==> src/rtl/framer_pkg.sv <==
package framer_pkg;

    localparam int OVERSAMPLE = 16;
    localparam int MID_SAMPLE = 7;
    localparam int TICK_W     = 6;

    typedef enum logic [2:0] {
        PH_IDLE,
        PH_START,
        PH_DATA,
        PH_PARITY,
        PH_STOP,
        PH_HOLD
    } phase_t;

    typedef struct packed {
        logic [1:0] len_code;
        logic       par_en;
        logic       par_odd;
        logic       stop_long;
    } frame_cfg_t;

    function automatic logic [2:0] last_bit_idx(input logic [1:0] len_code);
        return 3'd4 + {1'b0, len_code};
    endfunction

    function automatic logic [7:0] len_mask(input logic [1:0] len_code);
        return 8'hFF >> (2'd3 - len_code);
    endfunction

    function automatic logic parity_bit(input logic [7:0] d, input logic [1:0] len_code,
                                        input logic odd);
        return (^(d & len_mask(len_code))) ^ odd;
    endfunction

    function automatic logic [TICK_W-1:0] stop_ticks(input frame_cfg_t c);
        if (!c.stop_long)
            return TICK_W'(16);
        else if (c.len_code == 2'd0)
            return TICK_W'(24);
        else
            return TICK_W'(32);
    endfunction

endpackage

==> src/rtl/framer_baud.sv <==
module framer_baud #(
    parameter int DIV_W      = 16,
    parameter int PRE_FACTOR = 4
) (
    input  logic             clk,
    input  logic             rst,
    input  logic [DIV_W-1:0] div,
    input  logic             pre_en,
    output logic             tick
);
    logic             pre_ok;
    logic [DIV_W-1:0] div_cnt;
    logic [DIV_W-1:0] div_lim;

    assign div_lim = (div == '0) ? '0 : div - 1'b1;

    generate
        if (PRE_FACTOR > 1) begin : g_pre
            localparam int PW = $clog2(PRE_FACTOR);
            logic [PW-1:0] pre_cnt;
            assign pre_ok = !pre_en || (pre_cnt == PW'(PRE_FACTOR - 1));
            always_ff @(posedge clk) begin
                if (rst || pre_ok)
                    pre_cnt <= '0;
                else
                    pre_cnt <= pre_cnt + 1'b1;
            end
        end else begin : g_nopre
            assign pre_ok = 1'b1;
        end
    endgenerate

    always_ff @(posedge clk) begin
        if (rst) begin
            div_cnt <= '0;
            tick    <= 1'b0;
        end else begin
            tick <= 1'b0;
            if (pre_ok) begin
                if (div_cnt >= div_lim) begin
                    div_cnt <= '0;
                    tick    <= 1'b1;
                end else begin
                    div_cnt <= div_cnt + 1'b1;
                end
            end
        end
    end

    // with an effective period above one clock, ticks never come back to back
    a_r1_tick_spacing: assert property (@(posedge clk) disable iff (rst)
        (tick && (pre_en || div > 1)) |=> !tick);

endmodule

==> src/rtl/framer_tx.sv <==
module framer_tx
    import framer_pkg::*;
(
    input  logic       clk,
    input  logic       rst,
    input  logic       tick,
    input  frame_cfg_t cfg,
    input  logic       start,
    input  logic [7:0] data,
    input  logic       brk,
    output logic       line,
    output logic       busy
);
    phase_t            st;
    logic [TICK_W-1:0] cnt;
    logic [TICK_W-1:0] last_cnt;
    logic [2:0]        idx;
    logic [7:0]        shreg;
    logic              par_q;
    logic              bit_q;
    logic              brk_q;

    assign busy     = (st != PH_IDLE);
    assign line     = bit_q & ~brk_q;
    assign last_cnt = (st == PH_STOP) ? stop_ticks(cfg) - 1'b1 : TICK_W'(OVERSAMPLE - 1);

    always_ff @(posedge clk) begin
        if (rst) begin
            st    <= PH_IDLE;
            cnt   <= '0;
            idx   <= '0;
            shreg <= '0;
            par_q <= 1'b0;
            bit_q <= 1'b1;
            brk_q <= 1'b0;
        end else begin
            brk_q <= brk;
            if (st == PH_IDLE) begin
                if (start) begin
                    st    <= PH_START;
                    cnt   <= '0;
                    idx   <= '0;
                    shreg <= data;
                    par_q <= parity_bit(data, cfg.len_code, cfg.par_odd);
                    bit_q <= 1'b0;
                end
            end else if (tick) begin
                if (cnt != last_cnt) begin
                    cnt <= cnt + 1'b1;
                end else begin
                    cnt <= '0;
                    case (st)
                        PH_START: begin
                            st    <= PH_DATA;
                            bit_q <= shreg[0];
                            shreg <= {1'b0, shreg[7:1]};
                        end
                        PH_DATA: begin
                            if (idx == last_bit_idx(cfg.len_code)) begin
                                if (cfg.par_en) begin
                                    st    <= PH_PARITY;
                                    bit_q <= par_q;
                                end else begin
                                    st    <= PH_STOP;
                                    bit_q <= 1'b1;
                                end
                            end else begin
                                idx   <= idx + 1'b1;
                                bit_q <= shreg[0];
                                shreg <= {1'b0, shreg[7:1]};
                            end
                        end
                        PH_PARITY: begin
                            st    <= PH_STOP;
                            bit_q <= 1'b1;
                        end
                        default: begin
                            st    <= PH_IDLE;
                            bit_q <= 1'b1;
                        end
                    endcase
                end
            end
        end
    end

    // a requested break pulls the line low on the following clock
    a_r6_break_low: assert property (@(posedge clk) disable iff (rst)
        brk |=> !line);
    // an idle transmitter accepts a start and turns busy
    a_r5_start_taken: assert property (@(posedge clk) disable iff (rst)
        (start && !busy) |=> busy);
    // an idle transmitter without break leaves the line at mark
    a_r2_idle_mark: assert property (@(posedge clk) disable iff (rst)
        (!busy && !brk_q) |-> line);

endmodule

==> src/rtl/framer_rx.sv <==
module framer_rx
    import framer_pkg::*;
(
    input  logic       clk,
    input  logic       rst,
    input  logic       tick,
    input  logic [1:0] len_code,
    input  logic       par_en,
    input  logic       par_odd,
    input  logic       line_in,
    output logic       valid,
    output logic [7:0] data,
    output logic       perr,
    output logic       ferr,
    output logic       brk
);
    logic       s1, s2;
    phase_t     st;
    logic [3:0] cnt;
    logic [2:0] idx;
    logic [7:0] dbuf;
    logic       par_q;
    logic       zero_q;
    logic       is_break;

    assign is_break = zero_q & ~s2;

    always_ff @(posedge clk) begin
        if (rst) begin
            s1     <= 1'b1;
            s2     <= 1'b1;
            st     <= PH_IDLE;
            cnt    <= '0;
            idx    <= '0;
            dbuf   <= '0;
            par_q  <= 1'b0;
            zero_q <= 1'b0;
            valid  <= 1'b0;
            data   <= '0;
            perr   <= 1'b0;
            ferr   <= 1'b0;
            brk    <= 1'b0;
        end else begin
            s1    <= line_in;
            s2    <= s1;
            valid <= 1'b0;
            case (st)
                PH_IDLE: begin
                    if (tick && !s2) begin
                        st     <= PH_START;
                        cnt    <= '0;
                        idx    <= '0;
                        dbuf   <= '0;
                        zero_q <= 1'b1;
                    end
                end
                PH_HOLD: begin
                    if (s2)
                        st <= PH_IDLE;
                end
                default: begin
                    if (tick) begin
                        cnt <= cnt + 1'b1;
                        if (cnt == 4'(MID_SAMPLE)) begin
                            case (st)
                                PH_START: st <= s2 ? PH_IDLE : PH_DATA;
                                PH_DATA: begin
                                    dbuf[idx] <= s2;
                                    if (s2) zero_q <= 1'b0;
                                    if (idx == last_bit_idx(len_code))
                                        st <= par_en ? PH_PARITY : PH_STOP;
                                    else
                                        idx <= idx + 1'b1;
                                end
                                PH_PARITY: begin
                                    par_q <= s2;
                                    if (s2) zero_q <= 1'b0;
                                    st <= PH_STOP;
                                end
                                default: begin
                                    valid <= 1'b1;
                                    data  <= dbuf;
                                    ferr  <= ~s2;
                                    brk   <= is_break;
                                    perr  <= par_en & ~is_break &
                                             (par_q != parity_bit(dbuf, len_code, par_odd));
                                    st    <= s2 ? PH_IDLE : PH_HOLD;
                                end
                            endcase
                        end
                    end
                end
            endcase
        end
    end

    // each delivered character is a single-cycle pulse
    a_r8_valid_pulse: assert property (@(posedge clk) disable iff (rst)
        valid |=> !valid);
    // a break reports a zero character with framing error and no parity error
    a_r9_break_fields: assert property (@(posedge clk) disable iff (rst)
        (valid && brk) |-> (data == 8'h00 && ferr && !perr));
    // an idle receiver seeing a high line stays idle
    a_r7_idle_on_mark: assert property (@(posedge clk) disable iff (rst)
        (st == PH_IDLE && s2) |=> (st == PH_IDLE));

endmodule

==> src/rtl/serial_framer.sv <==
module serial_framer
    import framer_pkg::*;
#(
    parameter int DIV_W      = 16,
    parameter int PRE_FACTOR = 4
) (
    input  logic             clk,
    input  logic             rst,
    input  logic [DIV_W-1:0] baud_div,
    input  logic             baud_pre4,
    input  logic [1:0]       char_len,
    input  logic [1:0]       parity_mode,
    input  logic             stop_long,
    input  logic             loopback,
    input  logic             tx_start,
    input  logic [7:0]       tx_data,
    input  logic             tx_break,
    output logic             tx_busy,
    output logic             tx_line,
    input  logic             rx_line,
    output logic             rx_valid,
    output logic [7:0]       rx_data,
    output logic             rx_parity_err,
    output logic             rx_frame_err,
    output logic             rx_break
);
    frame_cfg_t cfg;
    logic       tick;
    logic       tx_int;
    logic       rx_src;

    assign cfg = '{len_code: char_len, par_en: parity_mode[1], par_odd: parity_mode[0],
                   stop_long: stop_long};

    assign tx_line = loopback ? 1'b1 : tx_int;
    assign rx_src  = loopback ? tx_int : rx_line;

    framer_baud #(.DIV_W(DIV_W), .PRE_FACTOR(PRE_FACTOR)) u_baud (
        .clk    (clk),
        .rst    (rst),
        .div    (baud_div),
        .pre_en (baud_pre4),
        .tick   (tick)
    );

    framer_tx u_tx (
        .clk   (clk),
        .rst   (rst),
        .tick  (tick),
        .cfg   (cfg),
        .start (tx_start),
        .data  (tx_data),
        .brk   (tx_break),
        .line  (tx_int),
        .busy  (tx_busy)
    );

    framer_rx u_rx (
        .clk      (clk),
        .rst      (rst),
        .tick     (tick),
        .len_code (char_len),
        .par_en   (parity_mode[1]),
        .par_odd  (parity_mode[0]),
        .line_in  (rx_src),
        .valid    (rx_valid),
        .data     (rx_data),
        .perr     (rx_parity_err),
        .ferr     (rx_frame_err),
        .brk      (rx_break)
    );

    // the first cycle out of reset shows an idle port
    a_r11_reset_idle: assert property (@(posedge clk) disable iff (rst)
        $past(rst) |-> (!tx_busy && tx_line && !rx_valid));

endmodule

==> config.mk <==
export PLATFORM = sky130hd
export DESIGN_NAME = serial_framer
export DESIGN_NICKNAME = d
export VERILOG_FILES = /design/src/rtl/framer_pkg.sv /design/src/rtl/framer_baud.sv /design/src/rtl/framer_tx.sv /design/src/rtl/framer_rx.sv /design/src/rtl/serial_framer.sv
export SDC_FILE = /design/constraint.sdc
export NUM_CORES = 1
export LEC_CHECK = 0
export BUFFER_PORTS_ARGS = -buffer_cell sky130_fd_sc_hd__buf_2
export CAP_MARGIN = 20
export CORE_MARGIN = 2
export CORE_UTILIZATION = 54
export DETAILED_ROUTE_END_ITERATION = 7
export PLACE_DENSITY = 0.77
export SYNTH_ARGS = -nofsm -noshare
export SYNTH_HDL_FRONTEND = slang
export SYNTH_SLANG_ARGS = --single-unit
==> constraint.sdc <==
create_clock -name clk -period 4.03 [get_ports clk]
set_input_delay 0.806 -clock clk [delete_from_list [all_inputs] [get_ports clk]]
set_output_delay 0.806 -clock clk [all_outputs]
set_load 0.05 [all_outputs]
== Yosys cells after proc, flatten, opt, wreduce, memory -nomap -nowiden ==
Cells that the tools add are included.
Word-level totals
  word-level logic and storage cells: 189
  output and inout bits: 14
  register bits: 76
Operators by class
  reduce and logical (&&, ||, !) cells: 41
  order comparisons: 3
  equality and inequality tests: 23
  shifts and indexed selects: 1
  bitwise logic cells: 17
  $add $sub $neg: 10
  muxes and demuxes: 71
Operator list (count)
  2-to-1 mux 8 bit: 9
  2-to-1 mux 3 bit: 23
  2-to-1 mux 6 bit: 7
  2-to-1 mux 16 bit: 2
  case mux 8 bit (2 select lines): 2
  AND reduction 5 bit: 4
  case mux 3 bit (3 select lines): 2
  adder 16 x 1 -> 16 bit, second input constant: 1
  bitwise AND 8 bit: 2
  greater-or-equal comparator 16 bit: 1
  logical NOT 16 bit: 1
  2-to-1 mux 1 bit: 16
  parity 8 bit: 2
  subtractor 16 x 1 -> 16 bit, second input constant: 1
  nonzero test 2 bit: 7
  equality test 3 x 2 -> 1 bit, second input constant: 4
  case mux 3 bit (2 select lines): 2
  AND reduction 4 bit: 3
  AND reduction 6 bit: 2
  nonzero test 3 bit: 4
  NOT 1 bit: 9
  bitwise mux 8 bit: 1
  2-to-1 mux 4 bit: 2
  != test 2 x 1 -> 1 bit, second input constant: 4
  other kinds (37): 55

== Depth between registers and ports, before layout ==
Gate-level depths: netlist of the first run.
  word-level depth: 9
  mapped depth: 14
  depth with buffers taken out: 12

== By module ==
Synthesis of the first run repeated with hierarchy kept, for this count alone.
Second synthesis, totals
  cells, all modules: 578
  area, all modules: 4835.9 um2
Modules (own cells, without submodules)
  framer_rx: cells an instance 227, sequential area each 680.7 um2, area an instance 1811.7 um2, times used 1
  framer_baud: cells an instance 192, sequential area each 380.4 um2, area an instance 1531.5 um2, times used 1
  framer_tx: cells an instance 157, sequential area each 460.4 um2, area an instance 1471.4 um2, times used 1
  serial_framer: cells an instance 2, sequential area each 0.0 um2, area an instance 21.3 um2, times used 1

== Worst setup path after synthesis of the first run ==
No wires, ideal clock.
  kind: input port to flip-flop
  start: input baud_div[9]
  end: register u_baud.div_cnt[10]
  arrival: 3940 ps
  path buffers: 2
  setup slack: -38 ps
  cell stages on the path: 13
  cell sequence: or4_4 > or3_4 > or4_4 > nand2b_4 > buf_6 > nand2_1 > ha_1 > o211ai_1 > nor3_1 > o21ai_0 > a311oi_1 > clkbuf_1 > nor2_1
On the way
  word-level cells in the longest chain between the ends: 4
  elaborated cells between the ends (all ways): 5
RTL lines
  start, declared: line serial_framer.sv:9  | input logic [DIV_W-1:0] baud_div,
  subtractor 16 x 1 -> 16 bit or logical NOT 16 bit (tied branches): line framer_baud.sv:15  | assign div_lim = (div == '0) ? '0 : div - 1'b1;
  2-to-1 mux 16 bit *: line framer_baud.sv:15
  greater-or-equal comparator 16 bit *: line framer_baud.sv:40  | if (div_cnt >= div_lim) begin
  2-to-1 mux 16 bit *: line framer_baud.sv:40
  end signal, assigned: line framer_baud.sv:44  | div_cnt <= div_cnt + 1'b1;
  end, declared: line framer_baud.sv:12  | logic [DIV_W-1:0] div_cnt;
Mark *: on every way between the ends. The rest lies on a longest branch, timed or not.
A chain may end at the register's enable or synchronous reset.

== Final worst setup path of the first run ==
  start: input baud_div[9]
  end: register u_baud.div_cnt[5]
Same word-level chain as after synthesis.

==> results of run 1 <==
==> metal layers <==
| metal | up-vias | wire length [µm] | part of all wire [%] |
|---|---|---|---|
| met5 | - | 0 | 0 |
| met4 | 0 | 89 | 0.88 |
| met3 | 9 | 393 | 3.9 |
| met2 | 88 | 4900 | 49 |
| met1 | 1919 | 4700 | 47 |
| li1 | 2092 | - | - |
==> flip-flops by register name, indices dropped and copies added, names as in the netlist, 2 cells and up <==
name	count
u_baud.div_cnt	16
u_rx.data	8
u_rx.dbuf	8
u_tx.shreg	8
u_tx.cnt	6
u_rx.cnt	4
u_rx.idx	3
u_rx.st	3
u_tx.idx	3
u_tx.st	3
u_baud.g_pre.pre_cnt	2
==> cell type report <==
class	instances	area [µm²]
Multi-Input combinational cell	448	2930
Timing Repair Buffer	57	305
Fill cell	756	3150
Clock buffer	9	124
Inverter	11	41.3
Sequential cell	76	1520
Tap cell	105	131
Clock inverter	7	60.1
==> worst max-delay path, stage by stage <==
cell,delay [ns]
sky130_fd_sc_hd__buf_2,0.11
sky130_fd_sc_hd__or4_4,0.54
sky130_fd_sc_hd__or3_4,0.36
sky130_fd_sc_hd__or4_4,0.43
sky130_fd_sc_hd__nand2b_4,0.21
sky130_fd_sc_hd__nand2_1,0.10
sky130_fd_sc_hd__ha_1,0.25
sky130_fd_sc_hd__a2111o_1,0.40
sky130_fd_sc_hd__o21ai_0,0.33
sky130_fd_sc_hd__a311oi_2,0.15
sky130_fd_sc_hd__buf_4,0.21
sky130_fd_sc_hd__a21oi_1,0.12
==> final timing paths <==
| check | from | end | slack, ns | cells past startpoint |
|---|---|---|---|---|
| setup / recovery | baud_div[9] | u_baud.div_cnt[5] | 0.29 | 12 |
| hold / removal | u_rx.s1 | u_rx.s2 | 0.42 | 1 |
| setup reg to reg | u_rx.cnt[0] | u_rx.perr | 1.91 | 6 |
| hold reg to reg | u_rx.s1 | u_rx.s2 | 0.42 | 1 |
==> cells in the final DEF (no fill, tap or decap), types with 9 or more instances in the layout <==
master	synthesis	routed
sky130_fd_sc_hd__a21oi_1	30	30
sky130_fd_sc_hd__and3_1	10	10
sky130_fd_sc_hd__buf_2	5	49
sky130_fd_sc_hd__clkbuf_8	0	9
sky130_fd_sc_hd__dfxtp_1	76	76
sky130_fd_sc_hd__ha_1	24	24
sky130_fd_sc_hd__inv_1	10	10
sky130_fd_sc_hd__mux2i_1	20	20
sky130_fd_sc_hd__nand2_1	59	59
sky130_fd_sc_hd__nand3_1	18	18
sky130_fd_sc_hd__nand4_1	9	9
sky130_fd_sc_hd__nor2_1	69	69
sky130_fd_sc_hd__nor3_1	20	20
sky130_fd_sc_hd__o21ai_0	28	28
sky130_fd_sc_hd__or3_1	13	13
sky130_fd_sc_hd__xnor2_1	29	29
sky130_fd_sc_hd__xor2_1	20	20
==> cells by family (layout without fill, tap and decap cells) <==
kind of cell / count (synthesis) / in the layout / share of synthesized area [%]
DFF: 76 / 76 / 33.1
and+or+nand+nor: 246 / 246 / 27.7
adders and majority gates: 24 / 24 / 6.52
AOI/OAI and AO/OA: 104 / 104 / 14.3
muxes: 25 / 25 / 5.57
xor gates and xnor gates: 49 / 49 / 9.32
buffers and inverters: 39 / 84 / 3.48
==> metrics by stage <==
step | hold slack, ns | std cells | total power [µW]
after floorplan | 0.389 | 563 | 934
after global routing | 0.440 | 713 | 1580
final | 0.419 | 713 | 1520
after global placement | 0.400 | 696 | 988
after CTS | 0.424 | 712 | 1530
after detailed placement | 0.400 | 696 | 1000
==> power breakdown <==
group / switching (µW) / total (µW) / internal, µW
clock: 301 / 533 / 232
combinational: 110 / 193 / 83.1
sequential: 22.3 / 792 / 770
==> impl_table.tex, run 1 <==
\begin{tabular}{lr}
\hline
Metric & Value \\
\hline
\multicolumn{2}{l}{\textbf{Cells and area}} \\
Share of cells above drive strength 1 & 14.6\% \\
Layout area overhead & 11.0\% \\
Post-route cell area & 0.00511 mm² \\
Total inserted antenna cells & 0 \\
Layout Nets & 663 \\
Final cell utilization of the core & 61.9\% \\
\multicolumn{2}{l}{\textbf{Global route}} \\
GRT Resource Usage Total & 22.7\% \\
Fraction of met1 tracks used by global routing & 29.3\% \\
Global route total overflow & 0 \\
M3 GR Usage & 3.37\% \\
Pin count of the biggest net entering global routing & 52 \\
Antenna violations before repair & 0 \\
Wire length of the first global-routing pass & 16,800 µm \\
Met2 global-route usage & 38.8\% \\
Busiest metal layer after global routing & met2 \\
Via count of the first global-routing pass & 3,789 \\
\multicolumn{2}{l}{\textbf{Logic synthesis}} \\
Count of yosys warnings during synthesis & 0 \\
FF+latch count, synth & 76 \\
Area share of the largest cell type after synthesis & 33.1\% \\
Top flip-flop cell by instance count after synthesis & sky130\_fd\_sc\_hd\_\_dfxtp\_1 \\
EDFF count, synth & 0 \\
Top cell type by total area after synthesis & sky130\_fd\_sc\_hd\_\_dfxtp\_1 \\
Number of distinct standard cells referenced by the synthesized netlist & 66 \\
Post-Synthesis Cell Area & 0.00460 mm² \\
Most instantiated library cell after synthesis & sky130\_fd\_sc\_hd\_\_dfxtp\_1 \\
FFs w/ async S/R, synth & 0\% \\
Avg Inst Size Synth & 8.18 µm² \\
Ranking of synthesized cells by area & sky130\_fd\_sc\_hd\_\_dfxtp\_1, sky130\_fd\_sc\_hd\_\_ha\_1, sky130\_fd\_sc\_hd\_\_nor2\_1 \\
Mapped Cells & 563 \\
Net Count, Synth & 623 \\
Most frequent cells after synthesis & sky130\_fd\_sc\_hd\_\_dfxtp\_1, sky130\_fd\_sc\_hd\_\_nor2\_1, sky130\_fd\_sc\_hd\_\_nand2\_1 \\
Portion of the post-synthesis area used by sequential elements & 33.1\% \\
\multicolumn{2}{l}{\textbf{Critical path}} \\
Required time of the critical path & 4.32 ns \\
Critical path start-end classification & in2reg \\
Arrival time at the worst endpoint & 4.03 ns \\
Critical path launch point type & input pin \\
CP Max Fanout & 15 \\
Kind of capture point of the worst setup path & flop \\
\multicolumn{2}{l}{\textbf{STA}} \\
Transition time at the pin with the least slew margin & 0.690 ns \\
Slew Viols, Final & 0 \\
Final count of negative-setup-slack endpoints & 0 \\
Fmax & 268 MHz \\
Worst-case setup margin in the final layout & 0.295 ns \\
Tightest slew margin relative to the limit & 54.0\% \\
Shortest period the worst path allows & 3.74 ns \\
Post-Route Skew & 0.0119 ns \\
Summed negative setup slack over all endpoints & 0 ns \\
Setup repair after global routing missed its margin & false \\
Fraction of the cycle the final worst path needs & 92.7\% \\
Endpoints failing hold & 0 \\
\multicolumn{2}{l}{\textbf{Worst hold path}} \\
Worst min-delay path class & reg2reg \\
\multicolumn{2}{l}{\textbf{CTS}} \\
CTS HTree Levels & 3 \\
Sink count of the clock tree & 76 \\
Buffers inserted by post-CTS timing repair & 0 \\
TritonCTS clock tree & yes \\
Clock root buffer & sky130\_fd\_sc\_hd\_\_clkbuf\_8 \\
Hold-fix buffers at CTS & 0 \\
Count of instances resized after the clock tree is built & 0 \\
Total clock buffers created by CTS & 9 \\
Clock edge transition at the registers on the reported setup and hold paths & 0.09 ns \\
Clock Latency Late Sink & 0.35 ns \\
Buffer depth of the longest clock path & 2 \\
\multicolumn{2}{l}{\textbf{Route}} \\
First-pass DRT Iterations & 4 \\
Remaining routing DRC violations & 0 \\
Routed wire per std cell & 14.1 µm \\
Via density per instance & 5.76 \\
Wire length reported by the detailed router & 10,100 µm \\
Iter 0 DRT Violations & 181 \\
Number of vias in the routed layout & 4,108 \\
Antenna-violating nets left & 0 \\
\multicolumn{2}{l}{\textbf{Die}} \\
Die width & 96.3 µm \\
\# rows & 33 \\
Area of the die & 0.00928 mm² \\
Standard cell core area & 0.00826 mm² \\
DIE HEIGHT & 96.3 µm \\
Initial cell density of the core & 55.7\% \\
Count of boundary I/O pins & 50 \\
\multicolumn{2}{l}{\textbf{Power}} \\
Leakage & 0.00215 µW \\
IR Drop Worst-Case VDD & 148 µV \\
Power Density & 297 mW/mm² \\
\multicolumn{2}{l}{\textbf{Run status}} \\
Run status & complete, no violations \\
\multicolumn{2}{l}{\textbf{Placement}} \\
Cell area after placement & 0.00492 mm² \\
Routability cong. & 0.845 \\
Post-Place Setup Slack & -0.0556 ns \\
Placed wire-length estimate after detailed placement & 7470 µm \\
IO Port Bufs & 49 \\
\multicolumn{2}{l}{\textbf{Flow run}} \\
Number of max-cap violations & 0 \\
\hline
\end{tabular}
Power figures use the tool's default switching activity.
==> inputs of run 2 (changes only) <==
--- a/config.mk
+++ b/config.mk
@@ -11,6 +11,7 @@
 export CORE_UTILIZATION = 54
 export DETAILED_ROUTE_END_ITERATION = 7
 export PLACE_DENSITY = 0.77
+export RECOVER_POWER = 50
 export SYNTH_ARGS = -nofsm -noshare
 export SYNTH_HDL_FRONTEND = slang
 export SYNTH_SLANG_ARGS = --single-unit
==> run 2 against run 1 <==
The run now ends with max-capacitance violations, max-slew violations left. Design area down 0.49%. Setup slack got worse by 0.0045 ns. Hold slack barely moved. Via count fell by 0.27%. Global-route usage stayed put. First-iteration DRC count increased by 17%. Sequential power about the same. Register-to-register slack barely moved. Fmax down 0.12%. Clock skew hardly changed. Critical path depth did not move. Critical path type unchanged.
==> impl_table.tex, run 2 (synthesized netlist as in run 1, its figures left out) <==
\begin{tabular}{lr}
\hline
Metric & Value \\
\hline
\multicolumn{2}{l}{\textbf{Run status}} \\
Run status & finished, violations left \\
Violations in the final reports & max-capacitance violations, max-slew violations \\
\multicolumn{2}{l}{\textbf{Global route}} \\
Antenna violations before repair & 0 \\
Via count of the first global-routing pass & 3,789 \\
GRT Resource Usage Total & 22.7\% \\
Pin count of the biggest net entering global routing & 52 \\
Global route total overflow & 0 \\
Wire length of the first global-routing pass & 16,800 µm \\
\multicolumn{2}{l}{\textbf{Critical path}} \\
Largest stage delay, worst path & 0.54 ns \\
Arrival time at the worst endpoint & 4.02 ns \\
Crit path top cell by count & sky130\_fd\_sc\_hd\_\_or4\_4 \\
Kind of capture point of the worst setup path & flop \\
Critical path start-end classification & in2reg \\
Required time of the critical path & 4.32 ns \\
Crit path max-delay cell type & sky130\_fd\_sc\_hd\_\_or4\_4 \\
Chain of cells forming the critical path & buf\_2 -> or4\_4 -> or3\_4 -> or4\_4 -> nand2b\_4 -> nand2\_1 -> ha\_1 -> a2111o\_1 -> o21ai\_0 -> a311oi\_2 -> buf\_4 -> a21oi\_1 \\
CP Max Fanout & 15 \\
Critical path launch point type & input pin \\
Buf+Inv Stages, Crit Path & 2 \\
Delay-heaviest family, CP & simple AND/OR/NAND/NOR gates \\
\multicolumn{2}{l}{\textbf{Flow run}} \\
Number of max-cap violations & 1 \\
\multicolumn{2}{l}{\textbf{CTS}} \\
Buffer depth of the longest clock path & 2 \\
Clock Latency Late Sink & 0.35 ns \\
Total clock buffers created by CTS & 9 \\
Sink count of the clock tree & 76 \\
CTS HTree Levels & 3 \\
TritonCTS clock tree & yes \\
Clock root buffer & sky130\_fd\_sc\_hd\_\_clkbuf\_8 \\
Hold-fix buffers at CTS & 0 \\
Clock edge transition at the registers on the reported setup and hold paths & 0.09 ns \\
Count of instances resized after the clock tree is built & 0 \\
Buffers inserted by post-CTS timing repair & 0 \\
\multicolumn{2}{l}{\textbf{STA}} \\
Worst-case setup margin in the final layout & 0.290 ns \\
Post-Route Skew & 0.0117 ns \\
Fmax & 267 MHz \\
Tightest slew margin relative to the limit & -50.4\% \\
Transition time at the pin with the least slew margin & 2.26 ns \\
Setup repair after global routing missed its margin & false \\
Hold slack final & 0.419 ns \\
Fraction of the cycle the final worst path needs & 92.8\% \\
Final count of negative-setup-slack endpoints & 0 \\
Slew Viols, Final & 52 \\
Endpoints failing hold & 0 \\
Shortest period the worst path allows & 3.74 ns \\
\multicolumn{2}{l}{\textbf{Power}} \\
Overall power of the completed layout & 1510 µW \\
IR Drop Worst-Case VDD & 147 µV \\
Power Density & 298 mW/mm² \\
Leakage & 0.00208 µW \\
\multicolumn{2}{l}{\textbf{Placement}} \\
Cell Count Post-Placement & 696 \\
Placed wire-length estimate after detailed placement & 7470 µm \\
Routability cong. & 0.845 \\
Post-Place Setup Slack & -0.0556 ns \\
IO Port Bufs & 49 \\
\multicolumn{2}{l}{\textbf{Die}} \\
DIE HEIGHT & 96.3 µm \\
Initial cell density of the core & 55.7\% \\
\# rows & 33 \\
Count of boundary I/O pins & 50 \\
Standard cell core area & 0.00826 mm² \\
Die width & 96.3 µm \\
Area of the die & 0.00928 mm² \\
\multicolumn{2}{l}{\textbf{Route}} \\
Routed wire per std cell & 14.2 µm \\
Iter 0 DRT Violations & 211 \\
Antenna-violating nets left & 0 \\
First-pass DRT Iterations & 4 \\
Wire length reported by the detailed router & 10,100 µm \\
Number of vias in the routed layout & 4,097 \\
Via density per instance & 5.75 \\
Remaining routing DRC violations & 0 \\
\multicolumn{2}{l}{\textbf{Cells and area}} \\
Leading cell type in the layout, fill and taps excluded & sky130\_fd\_sc\_hd\_\_dfxtp\_1 \\
Flip-flop count of the largest register after layout & 16 \\
Commonest non-fill, non-tap cells in the layout & sky130\_fd\_sc\_hd\_\_dfxtp\_1, sky130\_fd\_sc\_hd\_\_nor2\_1, sky130\_fd\_sc\_hd\_\_nand2\_1 \\
Final std cells w/o fill & 713 \\
Layout area overhead & 10.5\% \\
Layout filler cell count & 766 \\
Final cell utilization of the core & 61.6\% \\
Top register by number of flip-flops & u\_baud.div\_cnt \\
Share of cells above drive strength 1 & 12.0\% \\
Layout Nets & 663 \\
Total inserted antenna cells & 0 \\
\multicolumn{2}{l}{\textbf{Worst hold path}} \\
Worst min-delay path class & reg2reg \\
\hline
\end{tabular}
## run 2: cell count changes in the layout (fill, tap and decap cells not counted), sizes merged
cell and change:
buf -16, clkbuf +16
## run 2: per-layer routing
metal | up-vias | wire length [µm] | track usage [%]
met1 | 1900 | 4710 | 29.3
li1 | 2092 | - | -
met5 | - | 0 | 0
met4 | 0 | 55 | 7.04
met3 | 4 | 421 | 3.37
met2 | 101 | 4920 | 38.8
## run 2: final cells by class
class	count	area, µm²	area share [%]
clock buffer	9	124	2.44
timing repair buffer	57	280	5.51
tap	105	131	2.58
multi-input combinational	448	2930	57.6
sequential	76	1520	29.9
inverter	11	41.3	0.812
clock inverter	7	60.1	1.18
## run 2: final timing paths
kind               startpoint                end  cells past startpoint  slack (ns)
setup / recovery  baud_div[9]  u_baud.div_cnt[5]                     12        0.29
hold / removal        u_rx.s1            u_rx.s2                      1        0.42
setup reg to reg  u_rx.cnt[0]          u_rx.perr                      6        1.91
hold reg to reg       u_rx.s1            u_rx.s2                      1        0.42
## run 2: metrics by stage
step,setup TNS (ns),instance area [µm²]
after floorplan,0,4610
after global placement,0,4920
after detailed placement,-0.622,4920
after CTS,0,5100
after global routing,0,5090
final,0,5090
## run 2: power breakdown
part	internal, µW	total, µW	switching [µW]
registers	770	793	22.6
clock network	232	530	298
logic	82.2	192	110
